**config.mk**
```make
export PLATFORM = sky130hd
export DESIGN_NAME = stk_add_seq
export DESIGN_NICKNAME = d
export VERILOG_FILES = /design/src/rtl/stk_add_pkg.sv /design/src/rtl/stk_add_ctrl.sv /design/src/rtl/stk_add_dp.sv /design/src/rtl/stk_add_seq.sv
export SDC_FILE = /design/constraint.sdc
export NUM_CORES = 1
export LEC_CHECK = 0
export ABC_AREA = 1
export BUFFER_PORTS_ARGS = -buffer_cell sky130_fd_sc_hd__buf_4
export CAP_MARGIN = 10
export CORE_ASPECT_RATIO = 0.8
export CORE_MARGIN = 1
export CORE_UTILIZATION = 25
export CTS_BUF_LIST = sky130_fd_sc_hd__clkbuf_2
export DETAILED_ROUTE_END_ITERATION = 6
export PLACE_DENSITY = 0.4
export SLEW_MARGIN = 10
export SYNTH_ARGS = -nofsm -noshare
export SYNTH_HDL_FRONTEND = slang
export SYNTH_HIERARCHICAL = 1
export SYNTH_SLANG_ARGS = --single-unit
```
**constraint.sdc**
```tcl
create_clock -name clk -period 4.3 [get_ports clk]
set_input_delay 0.215 -clock clk [delete_from_list [all_inputs] [get_ports clk]]
set_output_delay 0.215 -clock clk [all_outputs]
set_load 0.1 [all_outputs]
```
**src/rtl/stk_add_pkg.sv**
```systemverilog
`timescale 1ns/1ps
// Package: shared micro-step encoding and validity-flag bundle for the add sequencer.
package stk_add_pkg;

    // Micro-steps of the add sequence, in execution order.
    typedef enum logic [3:0] {
        ST_IDLE,
        ST_A_ADDR,
        ST_A_READ,
        ST_A_CAP,
        ST_B_ADDR,
        ST_B_READ,
        ST_B_CAP,
        ST_LOAD_AB,
        ST_ADD,
        ST_LATCH,
        ST_PUSH_INC,
        ST_PUSH_ADDR,
        ST_RETIRE
    } step_t;

    // Validity flags raised by the datapath stages.
    typedef struct packed {
        logic din;
        logic dout;
        logic a;
        logic b;
        logic out;
    } vflags_t;

endpackage

```
**src/rtl/stk_add_ctrl.sv**
```systemverilog
`timescale 1ns/1ps
// Module: stk_add_ctrl
// Micro-step sequencer. It owns the status, the stack pointer and the RAM
// address register. It accepts an add request only while idle with sp > 1,
// and it leaves each step only when the datapath flag that the step depends
// on is valid.
// Assumes: start is a single-cycle request; sp_load is applied only while idle.
module stk_add_ctrl
    import stk_add_pkg::*;
#(
    parameter int AW     = 6,
    parameter int OPW    = 8,
    parameter logic [OPW-1:0] ADD_OP = 8'h60
) (
    input  logic          clk,
    input  logic          rst_n,
    input  logic          start,
    input  logic [OPW-1:0] opcode,
    input  logic          sp_load,
    input  logic [AW-1:0] sp_val,
    input  vflags_t       flg,
    output step_t         step,
    output logic [AW-1:0] sp,
    output logic [AW-1:0] addr,
    output logic          err
);

    localparam logic [AW-1:0] MIN_SP = AW'(1);

    step_t nxt;
    logic  req;
    logic  accept;

    // Decode an add request and decide whether it can be accepted.
    always_comb begin
        req    = start && (opcode == ADD_OP);
        accept = req && (step == ST_IDLE) && (sp > MIN_SP);
    end

    // Next micro-step, each advance gated by its predecessor's flag.
    always_comb begin
        nxt = step;
        case (step)
            ST_IDLE:      if (accept) nxt = ST_A_ADDR;
            ST_A_ADDR:    nxt = ST_A_READ;
            ST_A_READ:    nxt = ST_A_CAP;
            ST_A_CAP:     nxt = ST_B_ADDR;
            ST_B_ADDR:    if (flg.din) nxt = ST_B_READ;
            ST_B_READ:    nxt = ST_B_CAP;
            ST_B_CAP:     nxt = ST_LOAD_AB;
            ST_LOAD_AB:   if (flg.din) nxt = ST_ADD;
            ST_ADD:       if (flg.a && flg.b) nxt = ST_LATCH;
            ST_LATCH:     if (flg.a && flg.b) nxt = ST_PUSH_INC;
            ST_PUSH_INC:  if (flg.out && !flg.dout) nxt = ST_PUSH_ADDR;
            ST_PUSH_ADDR: if (flg.dout) nxt = ST_RETIRE;
            ST_RETIRE:    if (flg.dout) nxt = ST_IDLE;
            default:      nxt = ST_IDLE;
        endcase
    end

    // Step register.
    always_ff @(posedge clk) begin
        if (!rst_n) step <= ST_IDLE;
        else        step <= nxt;
    end

    // Stack pointer and RAM address register updates.
    always_ff @(posedge clk) begin
        if (!rst_n) begin
            sp   <= '0;
            addr <= '0;
        end else begin
            case (step)
                ST_IDLE: if (sp_load && !accept) sp <= sp_val;
                ST_A_ADDR, ST_B_ADDR: begin
                    addr <= sp;
                    sp   <= sp - AW'(1);
                end
                ST_PUSH_INC:  sp   <= sp + AW'(1);
                ST_PUSH_ADDR: addr <= sp;
                default: ;
            endcase
        end
    end

    // One-cycle error pulse for a rejected add request.
    always_ff @(posedge clk) begin
        if (!rst_n) err <= 1'b0;
        else        err <= req && !accept;
    end

endmodule

```
**src/rtl/stk_add_dp.sv**
```systemverilog
`timescale 1ns/1ps
// Module: stk_add_dp
// Datapath registers: data-in capture, held top operand, ALU A/B, sum stage,
// ALU output and data-out. Each stage sets its validity flag, and retire
// clears the ALU and data-out flags.
// Assumes: RAM read data is valid in the step after the read step.
module stk_add_dp
    import stk_add_pkg::*;
#(
    parameter int DW = 32
) (
    input  logic          clk,
    input  logic          rst_n,
    input  step_t         step,
    input  logic [DW-1:0] ram_rdata,
    output vflags_t       flg,
    output logic [DW-1:0] ram_wdata
);

    logic [DW-1:0] din_q;
    logic [DW-1:0] top_q;
    logic [DW-1:0] alu_a;
    logic [DW-1:0] alu_b;
    logic [DW-1:0] sum_q;
    logic [DW-1:0] alu_out;
    logic [DW-1:0] dout_q;

    // Operand capture and ALU pipeline registers.
    always_ff @(posedge clk) begin
        if (!rst_n) begin
            din_q   <= '0;
            top_q   <= '0;
            alu_a   <= '0;
            alu_b   <= '0;
            sum_q   <= '0;
            alu_out <= '0;
            dout_q  <= '0;
        end else begin
            case (step)
                ST_A_CAP, ST_B_CAP: din_q <= ram_rdata;
                ST_B_ADDR:   top_q <= din_q;
                ST_LOAD_AB: begin
                    alu_a <= top_q;
                    alu_b <= din_q;
                end
                ST_ADD:      sum_q   <= alu_a + alu_b;
                ST_LATCH:    alu_out <= sum_q;
                ST_PUSH_INC: dout_q  <= alu_out;
                default: ;
            endcase
        end
    end

    // Validity flags: set by each stage, cleared when consumed or at retire.
    always_ff @(posedge clk) begin
        if (!rst_n) begin
            flg <= '0;
        end else begin
            case (step)
                ST_A_CAP, ST_B_CAP: flg.din <= 1'b1;
                ST_B_ADDR:   flg.din <= 1'b0;
                ST_LOAD_AB: begin
                    flg.din <= 1'b0;
                    flg.a   <= 1'b1;
                    flg.b   <= 1'b1;
                end
                ST_LATCH:    flg.out  <= 1'b1;
                ST_PUSH_INC: flg.dout <= 1'b1;
                ST_RETIRE: begin
                    flg.dout <= 1'b0;
                    flg.a    <= 1'b0;
                    flg.b    <= 1'b0;
                    flg.out  <= 1'b0;
                end
                default: ;
            endcase
        end
    end

    // Write data: the sum at retire, zero when scrubbing a popped slot.
    always_comb begin
        ram_wdata = (step == ST_RETIRE) ? dout_q : '0;
    end

endmodule

```
**src/rtl/stk_add_seq.sv**
```systemverilog
`timescale 1ns/1ps
// Module: stk_add_seq (top)
// Microcoded integer-add sequencer for a RAM-backed operand stack. It joins
// the step controller and the datapath, and it decodes the RAM strobes and
// the status outputs from the current step.
// Assumes: external RAM with one-cycle synchronous read, write on the clock edge.
module stk_add_seq
    import stk_add_pkg::*;
#(
    parameter int DW  = 32,
    parameter int AW  = 6,
    parameter int OPW = 8,
    parameter logic [OPW-1:0] ADD_OP = 8'h60
) (
    input  logic           clk,
    input  logic           rst_n,
    input  logic           start,
    input  logic [OPW-1:0] opcode,
    input  logic           sp_load,
    input  logic [AW-1:0]  sp_val,
    output logic           busy,
    output logic           done,
    output logic           err,
    output logic [AW-1:0]  sp,
    output logic [AW-1:0]  ram_addr,
    output logic           ram_rd,
    input  logic [DW-1:0]  ram_rdata,
    output logic           ram_wr,
    output logic [DW-1:0]  ram_wdata
);

    step_t   step;
    vflags_t flg;

    stk_add_ctrl #(.AW(AW), .OPW(OPW), .ADD_OP(ADD_OP)) i_ctrl (
        .clk    (clk),
        .rst_n  (rst_n),
        .start  (start),
        .opcode (opcode),
        .sp_load(sp_load),
        .sp_val (sp_val),
        .flg    (flg),
        .step   (step),
        .sp     (sp),
        .addr   (ram_addr),
        .err    (err)
    );

    stk_add_dp #(.DW(DW)) i_dp (
        .clk      (clk),
        .rst_n    (rst_n),
        .step     (step),
        .ram_rdata(ram_rdata),
        .flg      (flg),
        .ram_wdata(ram_wdata)
    );

    // Status and RAM strobe decode from the current step.
    always_comb begin
        busy   = (step != ST_IDLE);
        done   = (step == ST_RETIRE);
        ram_rd = (step == ST_A_READ) || (step == ST_B_READ);
        ram_wr = (step == ST_A_CAP) || (step == ST_B_CAP) || (step == ST_RETIRE);
    end

endmodule

```
=== Word-level counts from Yosys, hierarchy flattened ===
Index checks and enable logic that the tools add are counted.

* $add $sub $neg: 3
* Magnitude comparators: 1
* Equality and inequality tests: 22
* Multiplexer cells: 16
* Reductions and logical operators: 25

{| class="wikitable"
|+ Operators with widths
! kind !! count
|-
| 4-bit case mux with 13 select lines || 1
|-
| 32-bit adder || 1
|-
| 32-bit 2-to-1 mux || 1
|-
| 4-bit 2-to-1 mux || 8
|-
| 4-bit == test, second input constant || 5
|-
| 6-bit case mux with 3 select lines || 1
|-
| 4-bit by 3-bit == test with 1-bit output, second input constant || 4
|-
| 2-bit by 1-bit != test with 1-bit output, second input constant || 8
|-
| 4-bit by 2-bit == test with 1-bit output, second input constant || 2
|-
| 8-bit by 7-bit == test with 1-bit output, second input constant || 1
|-
| 8-bit AND reduction || 1
|-
| 2-bit nonzero test || 4
|-
| 1-bit logical AND || 7
|-
| 6-bit by 1-bit adder with 6-bit output, second input constant || 1
|-
| 6-bit by 1-bit > comparator with 1-bit output, second input constant || 1
|-
| 6-bit 2-to-1 mux || 1
|-
| 1-bit case mux with 2 select lines || 3
|-
| 2-bit OR reduction || 3
|-
| 6-bit by 1-bit subtractor with 6-bit output, second input constant || 1
|-
| 4-bit by 1-bit == test with 1-bit output, second input constant || 1
|-
| 4-bit logical NOT || 1
|-
| 2-bit case mux with 2 select lines || 1
|-
| 4-bit nonzero test || 1
|-
| 1-bit logical OR || 3
|-
| 5 further kinds || 6
|}

* Register bits after elaboration: 246
* Input port bits: 50
* Output and inout port bits: 49
* Logic and storage cells: 83

=== Logic depth before layout (Yosys ltp) ===
* Word-level depth: 8
* Depth in mapped cells: 13

=== By module ===
Netlist, hierarchy kept.

{| class="wikitable"
|+ By module, submodules not included
! module !! instances !! cells an instance !! area each (µm²) !! seq. area each (µm²)
|-
| stk_add_dp || 1 || 1559 || 10432.5 || 4564.4
|-
| stk_add_ctrl || 1 || 186 || 1213.7 || 340.3
|-
| stk_add_seq || 1 || 19 || 78.8 || 0.0
|}

=== Worst setup path before layout ===
Ideal clock, no wire load.

* Kind: flip-flop to flip-flop
* From: register i_ctrl.sp[0]
* To: register i_ctrl.sp[0]
* Setup time: 0.116 ns
* Arrival time: 2.543 ns
* Required time: 4.184 ns
* Path slack: 1.642 ns
* Cell stages (with the launch flop): 10
* Path buffers: 1
* Clock period less this slack: 2.658 ns
* Path through: dfxtp_1 clkinv_1 ha_1 o211ai_1 nand2_1 nand3_1 buf_2 nand3_1 nand2_1 nor2_1

* Word-level cells in the longest chain between the ends: 6

{| class="wikitable"
|+ Ends and longest elaborated chain
! element !! line !! source
|-
| start: declaration || stk_add_ctrl.sv:23 || <nowiki>output logic [AW-1:0] sp,</nowiki>
|-
| start signal: assignment || stk_add_ctrl.sv:74 || <nowiki>ST_IDLE: if (sp_load && !accept) sp <= sp_val;</nowiki>
|-
| start signal: assignment || stk_add_ctrl.sv:77 || <nowiki>sp <= sp - AW'(1);</nowiki>
|-
| start signal: assignment || stk_add_ctrl.sv:79 || <nowiki>ST_PUSH_INC: sp <= sp + AW'(1);</nowiki>
|-
| 6-bit by 1-bit > comparator with 1-bit output || stk_add_ctrl.sv:37 || <nowiki>accept = req && (step == ST_IDLE) && (sp > MIN_SP);</nowiki>
|-
| 1-bit logical AND || stk_add_ctrl.sv:37 ||
|-
| 1-bit logical NOT || stk_add_ctrl.sv:74 ||
|-
| 1-bit logical AND || stk_add_ctrl.sv:74 ||
|-
| 2-bit != test (no line) || n/a ||
|-
| 2-bit AND reduction (no line) || n/a ||
|}

Parallel ways exist; a longest one is shown, timed or not.
A chain may end at the register's enable or synchronous reset.

=== Final worst setup path ===
* From: register i_ctrl.sp[0]
* To: register i_ctrl.sp[4]

Same word-level chain as after synthesis.

==> results_dict.tcl <==
set metrics [dict create \
    status "completed" \
    reg2reg_to "i_ctrl/sp[4]" \
    syn_inst 1764 \
    hold_class "in2reg" \
    crit_required_ns 5.14 \
    grt-busiest-layer "met1" \
    r2r_setup_slack_ns 0.98 \
    path_delay_family "buffers and inverters" \
    drt_iter0_drc 487 \
    ys_seq_area_share_pct 41.8 \
    grt_max_degree 122 \
    maxSlewViolCount 0 \
    viasPerCell 4.17 \
    r2r_start "i_ctrl/sp[0]" \
    fin_area_sq_um 14400 \
    worstHoldStart "ram_rdata[6]" \
    reg2reg_depth 9 \
    synth_adder_area_share_pct 3.80 \
    power_density_nw_per_um2 478 \
    synth_top_family_by_area "simple AND/OR/NAND/NOR gates" \
    layout-drive-gt1-share_pct 12.0 \
    timing.setup.tns_ns 0 \
    clk_latency_ns 0.88 \
    nets 2031 \
    ys_seq_elements 245 \
    placed_area_sq_um 12900 \
    clk_pin_slew_ns 0.09 \
    use_met3_pct 3.02 \
    first_pass_iters 5 \
    cp_cell_sequence "clkinv_1 -> ha_1 -> o211ai_1 -> nand2_1 -> nand3_1 -> a21oi_1 -> dlygate4sd3_1 -> nor2_1 -> dlygate4sd3_1" \
    cp_max_fo 12 \
    cts_tree "yes" \
    clk_path_buf_depth 3 \
    met1_usage_pct 21.3 \
    period_share_pct 77.3 \
    synth-simple-area-share_pct 30.3 \
    yosys_most_used_dff "dfxtp_1" \
    die_area_sq_um 47800 \
    ioPinCount 99 \
    ant_nets 0 \
    start_util_pct 25.5 \
    synthXorXnorAreaFrac_pct 1.20 \
    core_sq_um 46000 \
    use_met2_pct 18.2 \
    cts_repair_resize_count 0 \
    finalHoldViolations 0 \
    muxShareOfSynthArea_pct 0 \
    syn2layout_area_growth_pct 22.6 \
    max_slew_margin_pct 26.6 \
    gp_congestion 0.843 \
    die_x_um 244 \
    whs_endpoint "i_dp/din_q[6]" \
    clock_tree.root_cell "clkbuf_2" \
    synthTopCellsByCount "nor2_1, nand2_1, dfxtp_1, o21ai_0, inv_1" \
    num_rows 70 \
    synth_nets 1849 \
    cts_buffers 68 \
    port_buffers 98 \
    critPathBufInv 3 \
    netlist.area_leader.share_pct 41.8 \
    hold_depth 4 \
    dr_total_vias 10900 \
    chipHeight_um 196 \
    netlist_area_sq_um 11700 \
    leakage_nw 6.76 \
    fin_worst_skew_ns 0.0685 \
    fin_crit_ns 3.32 \
    fillers 5246 \
    rsz0062_at_grt "no" \
    end_kind "register" \
    max-cap-violations 0 \
    fmax_ghz 0.301 \
    avgSynthCellArea_sq_um 6.65 \
    final-setup-viol-count 0 \
    cpMostUsedCell "dlygate4sd3_1" \
    synth_compound_area_share_pct 13.2 \
    slowest_delay_ns 0.59 \
    ys_top_cells_by_area "dfxtp_1, nor2_1, nand2_1" \
    arrival_ns 4.16 \
    wirelength_um 32100 \
    hpwl_um 22000 \
    htreeDepth 3 \
    drc 0 \
    antenna_found_initial 1 \
    grt_usage_pct 13.8 \
    grt_pass1_wl_um 53800 \
    async_flop_share_pct 0 \
    synth_warnings 6 \
    cp-start-kind "register" \
    yosysUniqueCellTypes 39 \
    synth_edf_count 0 \
    ir_drop_uv 515 \
    drt-wirelength-per-cell_um 12.3 \
    crit_slowest_cell "dlygate4sd3_1" \
    cts.sinks 245 \
    synth_most_common_cell "nor2_1" \
    synth_top_cell_by_area "dfxtp_1" \
    tightest_slew_ns 1.10 \
    worstSetupPathType "reg2reg" \
    grt_pass1_vias 10400 \
    hold_ws_ns 0.173 \
    gr-total-overflow 0 \
]
[layout by cell type, fill, tap and decap left out, types with 6 or more instances in the layout]
cell and instances:
a21oi_1 77, buf_4 103, clkbuf_2 99, clkinv_1 10, dfxtp_1 245, dlygate4sd3_1 86, ha_1 34, inv_1 193
inv_2 8, nand2_1 290, nand2_2 7, nand3_1 76, nand4_1 6, nor2_1 482, o21ai_0 208, o21ai_1 13
xor2_1 12
[kinds of logic after synthesis]
group	after synthesis
buffers and inverters	278
adder cells (fa/ha/maj)	35
AND/OR/NAND/NOR	884
XOR/XNOR	16
flip-flops	245
AO/OA/AOI/OAI	306
[timing repair]
item | in CTS | in global routing
setup endpoints to repair | 0 | 0
buffers inserted | 0 | 0
hold endpoints to repair | 131 | 0
hold buffers | 86 | 0
[through the flow]
stage / total power [mW] / cells / worst slack [ns] / utilization, %
2_1_floorplan: 4.62 / 1764 / 1.64 / -
3_3_place_gp: 5.10 / 2401 / 1.80 / 28.1
3_5_place_dp: 5.11 / 2401 / 1.81 / 28.1
4_1_cts: 7.00 / 2601 / 0.992 / 31.2
5_1_grt: 7.45 / 2604 / 0.644 / 31.3
6_report: 6.87 / 2604 / 0.976 / 31.3
[power by group]
group | total (mW) | switching [mW] | leakage, nW | internal (mW)
sequential | 2.93 | 0.292 | 1.99 | 2.64
combinational | 2.29 | 1.53 | 4.32 | 0.752
clock | 1.65 | 0.986 | 0.460 | 0.668
[worst max-delay path by stage]
stage / end / startpoint / depth (start not counted) / slack (ns)
floorplan: i_ctrl/sp[0] / i_ctrl/sp[0] / 9 / 1.64
global placement: i_dp/din_q[17] / i_ctrl/step[1] / 8 / 1.80
detailed placement: i_dp/din_q[17] / i_ctrl/step[1] / 8 / 1.81
CTS: i_ctrl/sp[2] / i_ctrl/sp[0] / 9 / 0.99
global route: i_ctrl/sp[4] / i_ctrl/sp[0] / 9 / 0.64
finish: i_ctrl/sp[4] / i_ctrl/sp[0] / 9 / 0.98
[tightest hold or removal path, cell delays in order]
cell and delay [ns]:
dlygate4sd3_1 0.53, buf_4 0.10, nor2_1 0.03, nor2_1 0.09
[registers in the layout, indices dropped and copies added, names as in the netlist]
name and count:
i_dp/alu_a 32, i_dp/alu_b 32, i_dp/alu_out 32, i_dp/din_q 32, i_dp/dout_q 32, i_dp/sum_q 32, i_dp/top_q 32, i_ctrl/addr 6
i_ctrl/sp 6, i_ctrl/step 4, i_dp/flg 4, i_ctrl/err 1
[area by class of cell]
cell class                 instances  area (sq um)  share of cell area [%]
multi-input combinational       1241          5690                    39.6
sequential                       245          4900                    34.1
antenna                            2          5.00                  0.0348
clock buffer                      99           495                    3.45
tap                              612           766                    5.33
clock inverter                    15          83.8                   0.583
timing repair buffer             191          1680                    11.7
inverter                         199           748                    5.20
[per-layer routing]
metal	vias to the layer above	part of all wire (%)
met5	-	0
met4	0	1.8
met3	43	3.8
met2	147	37
met1	4751	58
li1	5924	-
Note: power is estimated with default switching activity, not from simulation.
